==> config.mk <==
export PLATFORM = sky130hd
export DESIGN_NAME = cmatch_timer
export DESIGN_NICKNAME = d
export VERILOG_FILES = /design/src/rtl/cmatch_pkg.sv /design/src/rtl/cmatch_prescale.sv /design/src/rtl/cmatch_channel.sv /design/src/rtl/cmatch_timer.sv
export SDC_FILE = /design/constraint.sdc
export NUM_CORES = 1
export LEC_CHECK = 0
export ABC_AREA = 1
export BUFFER_PORTS_ARGS = -buffer_cell sky130_fd_sc_hd__clkbuf_2
export CORE_ASPECT_RATIO = 2
export CORE_UTILIZATION = 55
export CTS_BUF_LIST = sky130_fd_sc_hd__clkbuf_16
export DETAILED_ROUTE_END_ITERATION = 8
export PLACE_DENSITY = 0.72
export SKIP_CTS_REPAIR_TIMING = 1
export SYNTH_ARGS = -nofsm -noshare
export SYNTH_HDL_FRONTEND = slang
export SYNTH_SLANG_ARGS = --single-unit
==> constraint.sdc <==
create_clock -name clk -period 2.78 [get_ports clk]
set_clock_uncertainty 0.1 [all_clocks]
set_input_delay 0.556 -clock clk [delete_from_list [all_inputs] [get_ports clk]]
set_output_delay 0.556 -clock clk [all_outputs]
set_load 0.005 [all_outputs]
==> src/rtl/cmatch_pkg.sv <==
// Package: shared field positions, code values and the channel
// configuration type of the compare-match timer.
package cmatch_pkg;
    localparam int DATA_W  = 32;
    localparam int BIT_MF  = 15;
    localparam int BIT_OVF = 14;
    localparam int BIT_PER = 8;
    localparam int BIT_IE  = 7;
    localparam int REQ_LO  = 4;
    localparam int NUM_DIV = 4;   // rates: /1, /8, /32, /128

    localparam logic [1:0] ROUTE_IRQ = 2'd2;

    typedef enum logic [2:0] {
        SEL_D8   = 3'd4,
        SEL_D32  = 3'd5,
        SEL_D128 = 3'd6,
        SEL_D1   = 3'd7
    } rate_sel_e;

    typedef struct packed {
        logic       periodic;
        logic       int_en;
        logic [1:0] route;
        logic [2:0] sel;
    } chan_cfg_t;
endpackage

==> src/rtl/cmatch_prescale.sv <==
// Module: cmatch_prescale
// Shared divider of the slow tick. Emits one-cycle enables at rates
// /1, /8, /32 and /128. Assumes slow_tick is a single-cycle pulse.
// The phase is fixed by reset: enable k of rate N fires on slow tick
// numbers that are multiples of N.
module cmatch_prescale
    import cmatch_pkg::*;
#(
    parameter int PRE_W = 7
) (
    input  logic               clk,
    input  logic               rst_n,
    input  logic               slow_tick,
    output logic [NUM_DIV-1:0] rate_en
);
    logic [PRE_W-1:0] pre_q;

    // advance the shared divider once per slow tick
    always_ff @(posedge clk) begin
        if (!rst_n)         pre_q <= '0;
        else if (slow_tick) pre_q <= pre_q + 1'b1;
    end

    // one enable per rate: /1 plus /2^(2k+1) for k = 1..3
    for (genvar k = 0; k < NUM_DIV; k++) begin : g_rate
        localparam int LOWB = (k == 0) ? 0 : 2 * k + 1;
        if (LOWB == 0) begin : g_full
            assign rate_en[k] = slow_tick;
        end else begin : g_div
            assign rate_en[k] = slow_tick & (&pre_q[LOWB-1:0]);
        end
    end
endmodule

==> src/rtl/cmatch_channel.sv <==
// Module: cmatch_channel
// One timer channel: configuration, sticky match and overflow flags,
// up-counter with delayed software load, compare value, interrupt.
// Assumes the write strobes are mutually exclusive and one cycle long.
module cmatch_channel
    import cmatch_pkg::*;
#(
    parameter int CNT_W = 32
) (
    input  logic               clk,
    input  logic               rst_n,
    input  logic               slow_tick,
    input  logic               run,
    input  logic [NUM_DIV-1:0] rate_en,
    input  logic               ctl_we,
    input  logic               cnt_we,
    input  logic               cmp_we,
    input  logic [DATA_W-1:0]  wdata,
    output logic [DATA_W-1:0]  ctl_rd,
    output logic [CNT_W-1:0]   cnt_o,
    output logic [CNT_W-1:0]   cmp_o,
    output logic               mflag_o,
    output logic               oflag_o,
    output logic               periodic_o,
    output logic               irq_o
);
    chan_cfg_t        cfg_q;
    logic             mflag_q, oflag_q;
    logic [CNT_W-1:0] cnt_q, cmp_q, load_val_q;
    logic             load_pend_q, load_half_q;
    logic             step, adv, apply, hit, at_top;
    logic             set_m, set_o;
    logic             unused_wbits;

    assign unused_wbits = ^{wdata[DATA_W-1:BIT_MF+1], wdata[BIT_OVF-1:BIT_PER+1],
                            wdata[BIT_IE-1:REQ_LO+2], wdata[REQ_LO-1:3]};

    // pick the counting enable from the clock select code
    always_comb begin
        case (cfg_q.sel)
            SEL_D1:   step = rate_en[0];
            SEL_D8:   step = rate_en[1];
            SEL_D32:  step = rate_en[2];
            SEL_D128: step = rate_en[3];
            default:  step = 1'b0;
        endcase
    end

    assign adv    = run & step;
    assign apply  = load_pend_q & load_half_q & slow_tick;
    assign hit    = (cnt_q == cmp_q);
    assign at_top = &cnt_q;
    assign set_m  = adv & ~apply & hit;
    assign set_o  = adv & ~apply & ~cfg_q.periodic & at_top & ~hit;

    // configuration and compare registers, loaded directly from the bus
    always_ff @(posedge clk) begin
        if (!rst_n) begin
            cfg_q <= '0;
            cmp_q <= '0;
        end else begin
            if (ctl_we) cfg_q <= '{periodic: wdata[BIT_PER], int_en: wdata[BIT_IE],
                                   route: wdata[REQ_LO+1:REQ_LO], sel: wdata[2:0]};
            if (cmp_we) cmp_q <= wdata[CNT_W-1:0];
        end
    end

    // sticky flags: hardware set wins, a written 0 clears, a written 1 keeps
    always_ff @(posedge clk) begin
        if (!rst_n) begin
            mflag_q <= 1'b0;
            oflag_q <= 1'b0;
        end else begin
            if (set_m)       mflag_q <= 1'b1;
            else if (ctl_we) mflag_q <= mflag_q & wdata[BIT_MF];
            if (set_o)       oflag_q <= 1'b1;
            else if (ctl_we) oflag_q <= oflag_q & wdata[BIT_OVF];
        end
    end

    // pending software load: lands on the second slow tick after the write
    always_ff @(posedge clk) begin
        if (!rst_n) begin
            load_pend_q <= 1'b0;
            load_half_q <= 1'b0;
            load_val_q  <= '0;
        end else if (cnt_we) begin
            load_pend_q <= 1'b1;
            load_half_q <= 1'b0;
            load_val_q  <= wdata[CNT_W-1:0];
        end else if (apply) begin
            load_pend_q <= 1'b0;
            load_half_q <= 1'b0;
        end else if (load_pend_q && slow_tick) begin
            load_half_q <= 1'b1;
        end
    end

    // counter: load, restart on periodic match, or increment
    always_ff @(posedge clk) begin
        if (!rst_n)                     cnt_q <= '0;
        else if (apply)                 cnt_q <= load_val_q;
        else if (adv && hit && cfg_q.periodic) cnt_q <= '0;
        else if (adv)                   cnt_q <= cnt_q + 1'b1;
    end

    // read-back and outputs
    always_comb begin
        ctl_rd                       = '0;
        ctl_rd[BIT_MF]               = mflag_q;
        ctl_rd[BIT_OVF]              = oflag_q;
        ctl_rd[BIT_PER]              = cfg_q.periodic;
        ctl_rd[BIT_IE]               = cfg_q.int_en;
        ctl_rd[REQ_LO+1:REQ_LO]      = cfg_q.route;
        ctl_rd[2:0]                  = cfg_q.sel;
    end

    assign cnt_o      = cnt_q;
    assign cmp_o      = cmp_q;
    assign mflag_o    = mflag_q;
    assign oflag_o    = oflag_q;
    assign periodic_o = cfg_q.periodic;
    assign irq_o      = mflag_q & cfg_q.int_en & (cfg_q.route == ROUTE_IRQ);
endmodule

==> src/rtl/cmatch_timer.sv <==
// Module: cmatch_timer (top)
// Multi-channel compare-match timer with a word-addressed register
// port, a shared start register and a shared prescaler.
// Assumes NUM_CH+1 channel blocks fit in the address space and
// CNT_W <= 32. Reads are combinational and free of side effects.
module cmatch_timer
    import cmatch_pkg::*;
#(
    parameter int NUM_CH = 4,
    parameter int CNT_W  = 32,
    parameter int ADDR_W = 6
) (
    input  logic              clk,
    input  logic              rst_n,
    input  logic              slow_tick,
    input  logic              bus_wr,
    input  logic [ADDR_W-1:0] bus_addr,
    input  logic [DATA_W-1:0] bus_wdata,
    output logic [DATA_W-1:0] bus_rdata,
    output logic [NUM_CH-1:0] irq
);
    localparam int BLK_W = ADDR_W - 2;

    logic [BLK_W-1:0]              blk;
    logic [1:0]                    idx;
    logic [NUM_CH-1:0]             run_q;
    logic [NUM_DIV-1:0]            rate_en;
    logic [DATA_W-1:0]             ctl_rd [NUM_CH];
    logic [NUM_CH-1:0][CNT_W-1:0]  ch_cnt;
    logic [NUM_CH-1:0][CNT_W-1:0]  ch_cmp;
    logic [NUM_CH-1:0]             ch_mf, ch_of, ch_per;

    assign blk = bus_addr[ADDR_W-1:2];
    assign idx = bus_addr[1:0];

    // shared start register: one run bit per channel
    always_ff @(posedge clk) begin
        if (!rst_n)                                 run_q <= '0;
        else if (bus_wr && blk == '0 && idx == 2'd0) run_q <= bus_wdata[NUM_CH-1:0];
    end

    cmatch_prescale #(.PRE_W(7)) u_pre (
        .clk       (clk),
        .rst_n     (rst_n),
        .slow_tick (slow_tick),
        .rate_en   (rate_en)
    );

    // one channel per block; block i+1 holds channel i
    for (genvar i = 0; i < NUM_CH; i++) begin : g_ch
        logic sel_blk;
        assign sel_blk = bus_wr && (blk == BLK_W'(i + 1));
        cmatch_channel #(.CNT_W(CNT_W)) u_ch (
            .clk        (clk),
            .rst_n      (rst_n),
            .slow_tick  (slow_tick),
            .run        (run_q[i]),
            .rate_en    (rate_en),
            .ctl_we     (sel_blk && idx == 2'd0),
            .cnt_we     (sel_blk && idx == 2'd1),
            .cmp_we     (sel_blk && idx == 2'd2),
            .wdata      (bus_wdata),
            .ctl_rd     (ctl_rd[i]),
            .cnt_o      (ch_cnt[i]),
            .cmp_o      (ch_cmp[i]),
            .mflag_o    (ch_mf[i]),
            .oflag_o    (ch_of[i]),
            .periodic_o (ch_per[i]),
            .irq_o      (irq[i])
        );
    end

    // read multiplexer over the start register and channel blocks
    always_comb begin
        bus_rdata = '0;
        if (blk == '0 && idx == 2'd0) bus_rdata = DATA_W'(run_q);
        for (int i = 0; i < NUM_CH; i++) begin
            if (blk == BLK_W'(i + 1)) begin
                case (idx)
                    2'd0:    bus_rdata = ctl_rd[i];
                    2'd1:    bus_rdata = DATA_W'(ch_cnt[i]);
                    2'd2:    bus_rdata = DATA_W'(ch_cmp[i]);
                    default: bus_rdata = '0;
                endcase
            end
        end
    end
endmodule

; Word level (Yosys, flattened, before mapping)
; Index checks and enable logic that the tools add are counted.
[word_totals]
ff_bits = 439
in_bits = 42
[classes]
add_sub_neg = 5
n_eq_ne = 30
n_mux = 49
n_bitwise = 64
n_reduce_logical = 60
[ops]
columns = cell, count
row1 = two-way mux 32 bit, 16
row2 = one-hot mux 32 bit (3 select lines), 4
row3 = "adder 32 x 1 -> 32 bit, second input constant", 4
row4 = equality test 32 bit, 4
row5 = AND reduction 32 bit, 4
row6 = AND 1 bit, 51
row7 = "equality test 3 bit, second input constant", 16
row8 = logical AND 1 bit, 31
row9 = two-way mux 1 bit, 24
row10 = nonzero test 2 bit, 12
row11 = one-hot mux 1 bit (4 select lines), 4
row12 = NOT 1 bit, 13
row13 = nonzero test 3 bit, 4
row14 = OR reduction 3 bit, 4
row15 = "equality test 2 bit, second input constant", 5
row16 = "equality test 4 x 2 -> 1 bit, second input constant", 2
row17 = "adder 7 x 1 -> 7 bit, second input constant", 1
row18 = AND reduction 7 bit, 1
row19 = AND reduction 5 bit, 1
row20 = "equality test 4 x 1 -> 1 bit, second input constant", 1
row21 = "equality test 4 x 3 -> 1 bit, second input constant", 1
row22 = zero test 4 bit, 1
row23 = two-way mux 4 bit, 1
row24 = AND reduction 3 bit, 1
row25 = other kinds (2), 2

; Depth between registers and ports, before layout
[depth]
word_depth = 9
ltp_mapped = 16

; Cells and area by module
; A second synthesis with hierarchy kept.
[hier_totals]
hier_cells = 4430
area_unflattened_um2 = 28114.5
[by_module_without_submodules]
columns = mod, n_inst, cells_each, area_per_inst_um2, seq_area_each_um2
row1 = cmatch_channel, 4, 891, 5979.5, 2142.1
row2 = cmatch_timer, 1, 815, 3816.2, 80.1
row3 = cmatch_prescale, 1, 51, 380.4, 140.1

; Least setup slack after synthesis
; Ideal clock, no wire load.
[synth_timing]
kind = input-to-output
start = input port bus_addr[0]
end = output port bus_rdata[3]
arrival_time_ns = 1.621
setup_slack_ns = 0.503
path_stages = 10
path_buffers = 3
path_cell_list = inv_1 nand2_1 buf_4 inv_2 buf_2 buf_2 nand2_1 o21ai_0 nor2_1 a41oi_1
[synth_between]
elab_chain_cells = 7
[synth_lines]
columns = item, line_no
row1 = start: declaration, cmatch_timer.sv:17  ; input logic [ADDR_W-1:0] bus_addr,
row2 = branches (longest 6 deep; another with one-hot mux 32 bit (3 select lines)), --
row3 = two-way mux 32 bit (*), cmatch_timer.sv:78  ; if (blk == BLK_W'(i + 1)) begin
row4 = end: declaration, cmatch_timer.sv:19  ; output logic [DATA_W-1:0] bus_rdata,
; Every way passes the cells marked *.

; Final worst setup path
[layout_timing]
start = register g_ch[1].u_ch.cnt_q[15]
end = output port bus_rdata[15]
[layout_between]
elab_chain_cells = 4
[layout_lines]
columns = item, line_no
row1 = start: declaration, cmatch_channel.sv:29  ; logic [CNT_W-1:0] cnt_q, cmp_q, load_val_q;
row2 = start signal: assignment, cmatch_channel.sv:102  ; else if (apply) cnt_q <= load_val_q;
row3 = start signal: assignment, cmatch_channel.sv:104  ; else if (adv) cnt_q <= cnt_q + 1'b1;
row4 = one-hot mux 32 bit (3 select lines), cmatch_timer.sv:79  ; case (idx)
row5 = two-way mux 32 bit (3 in a row), cmatch_timer.sv:78
; Every way passes these cells.

==> results.json <==
{
  "status": "complete, no violations",
  "async_flop_share_pct": 0,
  "die_width_um": 156,
  "fin_crit_sh_pct": 98.4,
  "cts_tree": "yes",
  "grt-busiest-layer": "met2",
  "drt_drc_violations_left": 0,
  "nFillCells": 4704,
  "grt.met3_usage_pct": 7.01,
  "initial_core_util_pct": 55.6,
  "path_max_fanout": 6,
  "grt_pass1_vias": 26287,
  "drt_iter0_markers": 2796,
  "seqCellArea_um2": 8790,
  "synth.avg_cell_area_um2": 6.28,
  "area_growth_pct": 9.62,
  "slew_headroom_pct": 45.2,
  "placed_area_um2": 27000,
  "die_height_um": 309,
  "hp-class": "in -> reg",
  "cp-start-kind": "flop",
  "clkSlewWorstSetupHoldPaths_ns": 0.07,
  "rr_startpoint": "u_pre.pre_q[0]",
  "required_ns": 2.12,
  "vias": 27783,
  "post_synth_num_cell_types": 43,
  "yosys_warnings": 0,
  "final_area_um2": 28400,
  "worstHoldPathCells": 3,
  "htreeDepth": 2,
  "final-max-slew-violation-count": 0,
  "multi_input_area_um2": 14400,
  "grt_setup_unrepaired": "false",
  "core_area_um2": 46700,
  "syn_nets": 4183,
  "root_buffer": "clkbuf_16",
  "r2r-end": "g_ch[0].u_ch.cnt_o[24]",
  "gp_congestion": 1.06,
  "ys_ff_latch": 439,
  "cts-buffers-inserted": 43,
  "synth.top_cell.area_share_pct": 33.9,
  "worstHoldStart": "rst_n",
  "synthesis.area_um2": 26000,
  "r2r_slack_ns": 0.23,
  "worstSetupEndpointType": "output port",
  "whs_endpoint": "g_ch[0].u_ch.cnt_o[7]",
  "yosysSeqAreaShare_pct": 33.9,
  "grt_overflow": 0,
  "hpwl_um": 78100,
  "layout_min_cycle_time_ns": 2.73,
  "drive_above_1_share_pct": 8.54,
  "synth_edf_count": 0,
  "die-area_um2": 48100,
  "yosys-top-cells-area": "dfxtp_1 (34%), nand2_1 (13%), nor2_1 (11%)",
  "fmax_mhz": 366,
  "clock_latency_ns": 0.58,
  "grt.met2_usage_pct": 74.0,
  "synth-main-ff-cell": "dfxtp_1",
  "setup_viol": 0,
  "critPathKind": "reg -> out",
  "globalRouteMet1Util_pct": 43.9,
  "wl_per_cell_um": 21.9,
  "finalWirelength_um": 104000,
  "rows": 112,
  "worstRegToRegCells": 16,
  "ios": 78,
  "setup_tns_ns": 0,
  "nets": 4159,
  "synth_cells": 4134,
  "final_hold_viol_count": 0,
  "grt_pass1_wl_um": 156000,
  "drtAntennaViolNets": 0,
  "clockBufferDepth": 3,
  "cap_violations": 0,
  "grt_max_degree": 141,
  "hold_slack_ns": 0.223,
  "globalRouteTotalUtil_pct": 43.4,
  "clock_sink_count": 439,
  "via_per_inst": 5.82,
  "powerDensity_nw_per_um2": 460,
  "yosysTopAreaCell": "dfxtp_1",
  "critPathArrivalTime_ns": 2.08,
  "antenna_found_initial": 4,
  "dr.pass1.iters": 6,
  "io_buffer_count": 77,
  "total_leakage_power_nw": 12.8,
  "tightest_slew_ns": 0.819,
  "ir_drop_mv": 0.477
}
-- metrics by stage --
stage / util [%] / power (mW) / setup WS [ns] / cells
finish: 61.0 / 13.1 / 0.0450 / 4774
global route: 61.0 / 13.3 / 0.000891 / 4774
floorplan: - / 6.82 / 0.503 / 4134
global placement: 57.9 / 7.08 / 0.0263 / 4692
CTS: 60.9 / 13.1 / 0.0103 / 4771
detailed placement: 57.9 / 7.09 / 0.00995 / 4692
-- routing by layer --
layer / routed length [µm] / part of all wire [%]
met1: 34900 / 33
met2: 49900 / 48
met3: 7280 / 7.0
met4: 12400 / 12
met5: 0 / 0
-- power by group --
group          internal (mW)  switching (mW)  leakage (nW)
logic                  0.146           0.470          8.58
clock network           3.33            2.78         0.714
registers               6.32          0.0272          3.54
-- worst max path at each step --
stage                      startpoint       endpoint  slack, ns  cells past startpoint
6_report       g_ch[1].u_ch.cnt_o[15]  bus_rdata[15]       0.05                      5
5_1_grt         g_ch[0].u_ch.cnt_o[5]   bus_rdata[5]     0.0009                      6
4_1_cts                   bus_addr[1]   bus_rdata[1]       0.01                      8
3_5_place_dp              bus_addr[1]   bus_rdata[1]       0.01                      8
3_3_place_gp              bus_addr[1]   bus_rdata[1]       0.03                      8
2_1_floorplan             bus_addr[0]   bus_rdata[3]       0.50                     10
-- Yosys cell counts (all sizes together) (4+ instances only) --
master,count
nor3,27
a22oi,5
nand4,138
nand3,202
o2111ai,8
clkbuf,138
xnor2,104
nand2,896
ha,7
inv,392
nor2,805
a221oi,6
nor4,8
dfxtp,439
o211ai,4
o22ai,43
buf,128
xor2,66
o21ai,526
a21oi,132
o221ai,13
clkinv,20
nand3b,15
a22o,6
-- layout by cell type, fill, tap and decap left out, types with 5 or more instances in the layout --
cell type	Yosys	layout
nand2_1	883	879
nor2_1	774	773
o21ai_0	509	509
dfxtp_1	439	439
inv_1	359	367
nand3_1	196	196
nand4_1	138	138
a21oi_1	132	132
xnor2_1	104	104
buf_4	7	99
clkbuf_2	12	76
xor2_1	66	66
clkbuf_16	0	45
o22ai_1	43	43
inv_2	33	33
clkinv_1	20	26
nor3_1	24	24
nor2_2	22	23
buf_12	0	21
o21ai_1	17	17
nand2_2	12	15
nand3b_1	15	15
o221ai_1	13	13
nor2_4	9	9
nor4_1	8	8
o2111ai_1	8	7
ha_1	7	7
clkinv_2	0	7
a221oi_1	6	6
a22o_1	6	6
a22oi_1	5	5
-- kinds of logic (layout without fill, tap and decap cells) --
family	after synthesis	after routing	share of synthesized area (%)
flops	439	439	33.9
xor+xnor	170	170	5.74
other cells	0	3	0
buf+inv	678	688	10.9
fa+ha+maj	7	7	0.337
compound gates	747	747	15.2
simple gates	2093	2093	33.9
-- worst max-delay path, cell delays in order, from the launching register on --
cell	delay [ns]
dfxtp_1	0.58
inv_1	0.14
nor2_1	0.13
a221oi_1	0.05
o2111ai_1	0.40
clkbuf_2	0.20
-- cell type report --
cell class | instances | share of cell area, %
Inverter | 412 | 5.44
Timing Repair Buffer | 197 | 5.48
Antenna cell | 3 | 0.0264
Clock inverter | 34 | 0.998
Tap cell | 627 | 2.76
Clock buffer | 45 | 3.96
Multi-Input combinational cell | 3017 | 50.5
Sequential cell | 439 | 30.9
-- registers in the layout, summed over array words and instances, names as in the netlist --
signal,cells
g_ch.u_ch.cmp_o,128
g_ch.u_ch.load_val_q,128
g_ch.u_ch.mflag_o,4
g_ch.u_ch.ctl_rd,24
g_ch.u_ch.oflag_o,4
g_ch.u_ch.periodic_o,4
run_q,4
g_ch.u_ch.load_half_q,4
g_ch.u_ch.cnt_o,128
u_pre.pre_q,7
g_ch.u_ch.load_pend_q,4
Power figures use the tool's default switching activity.
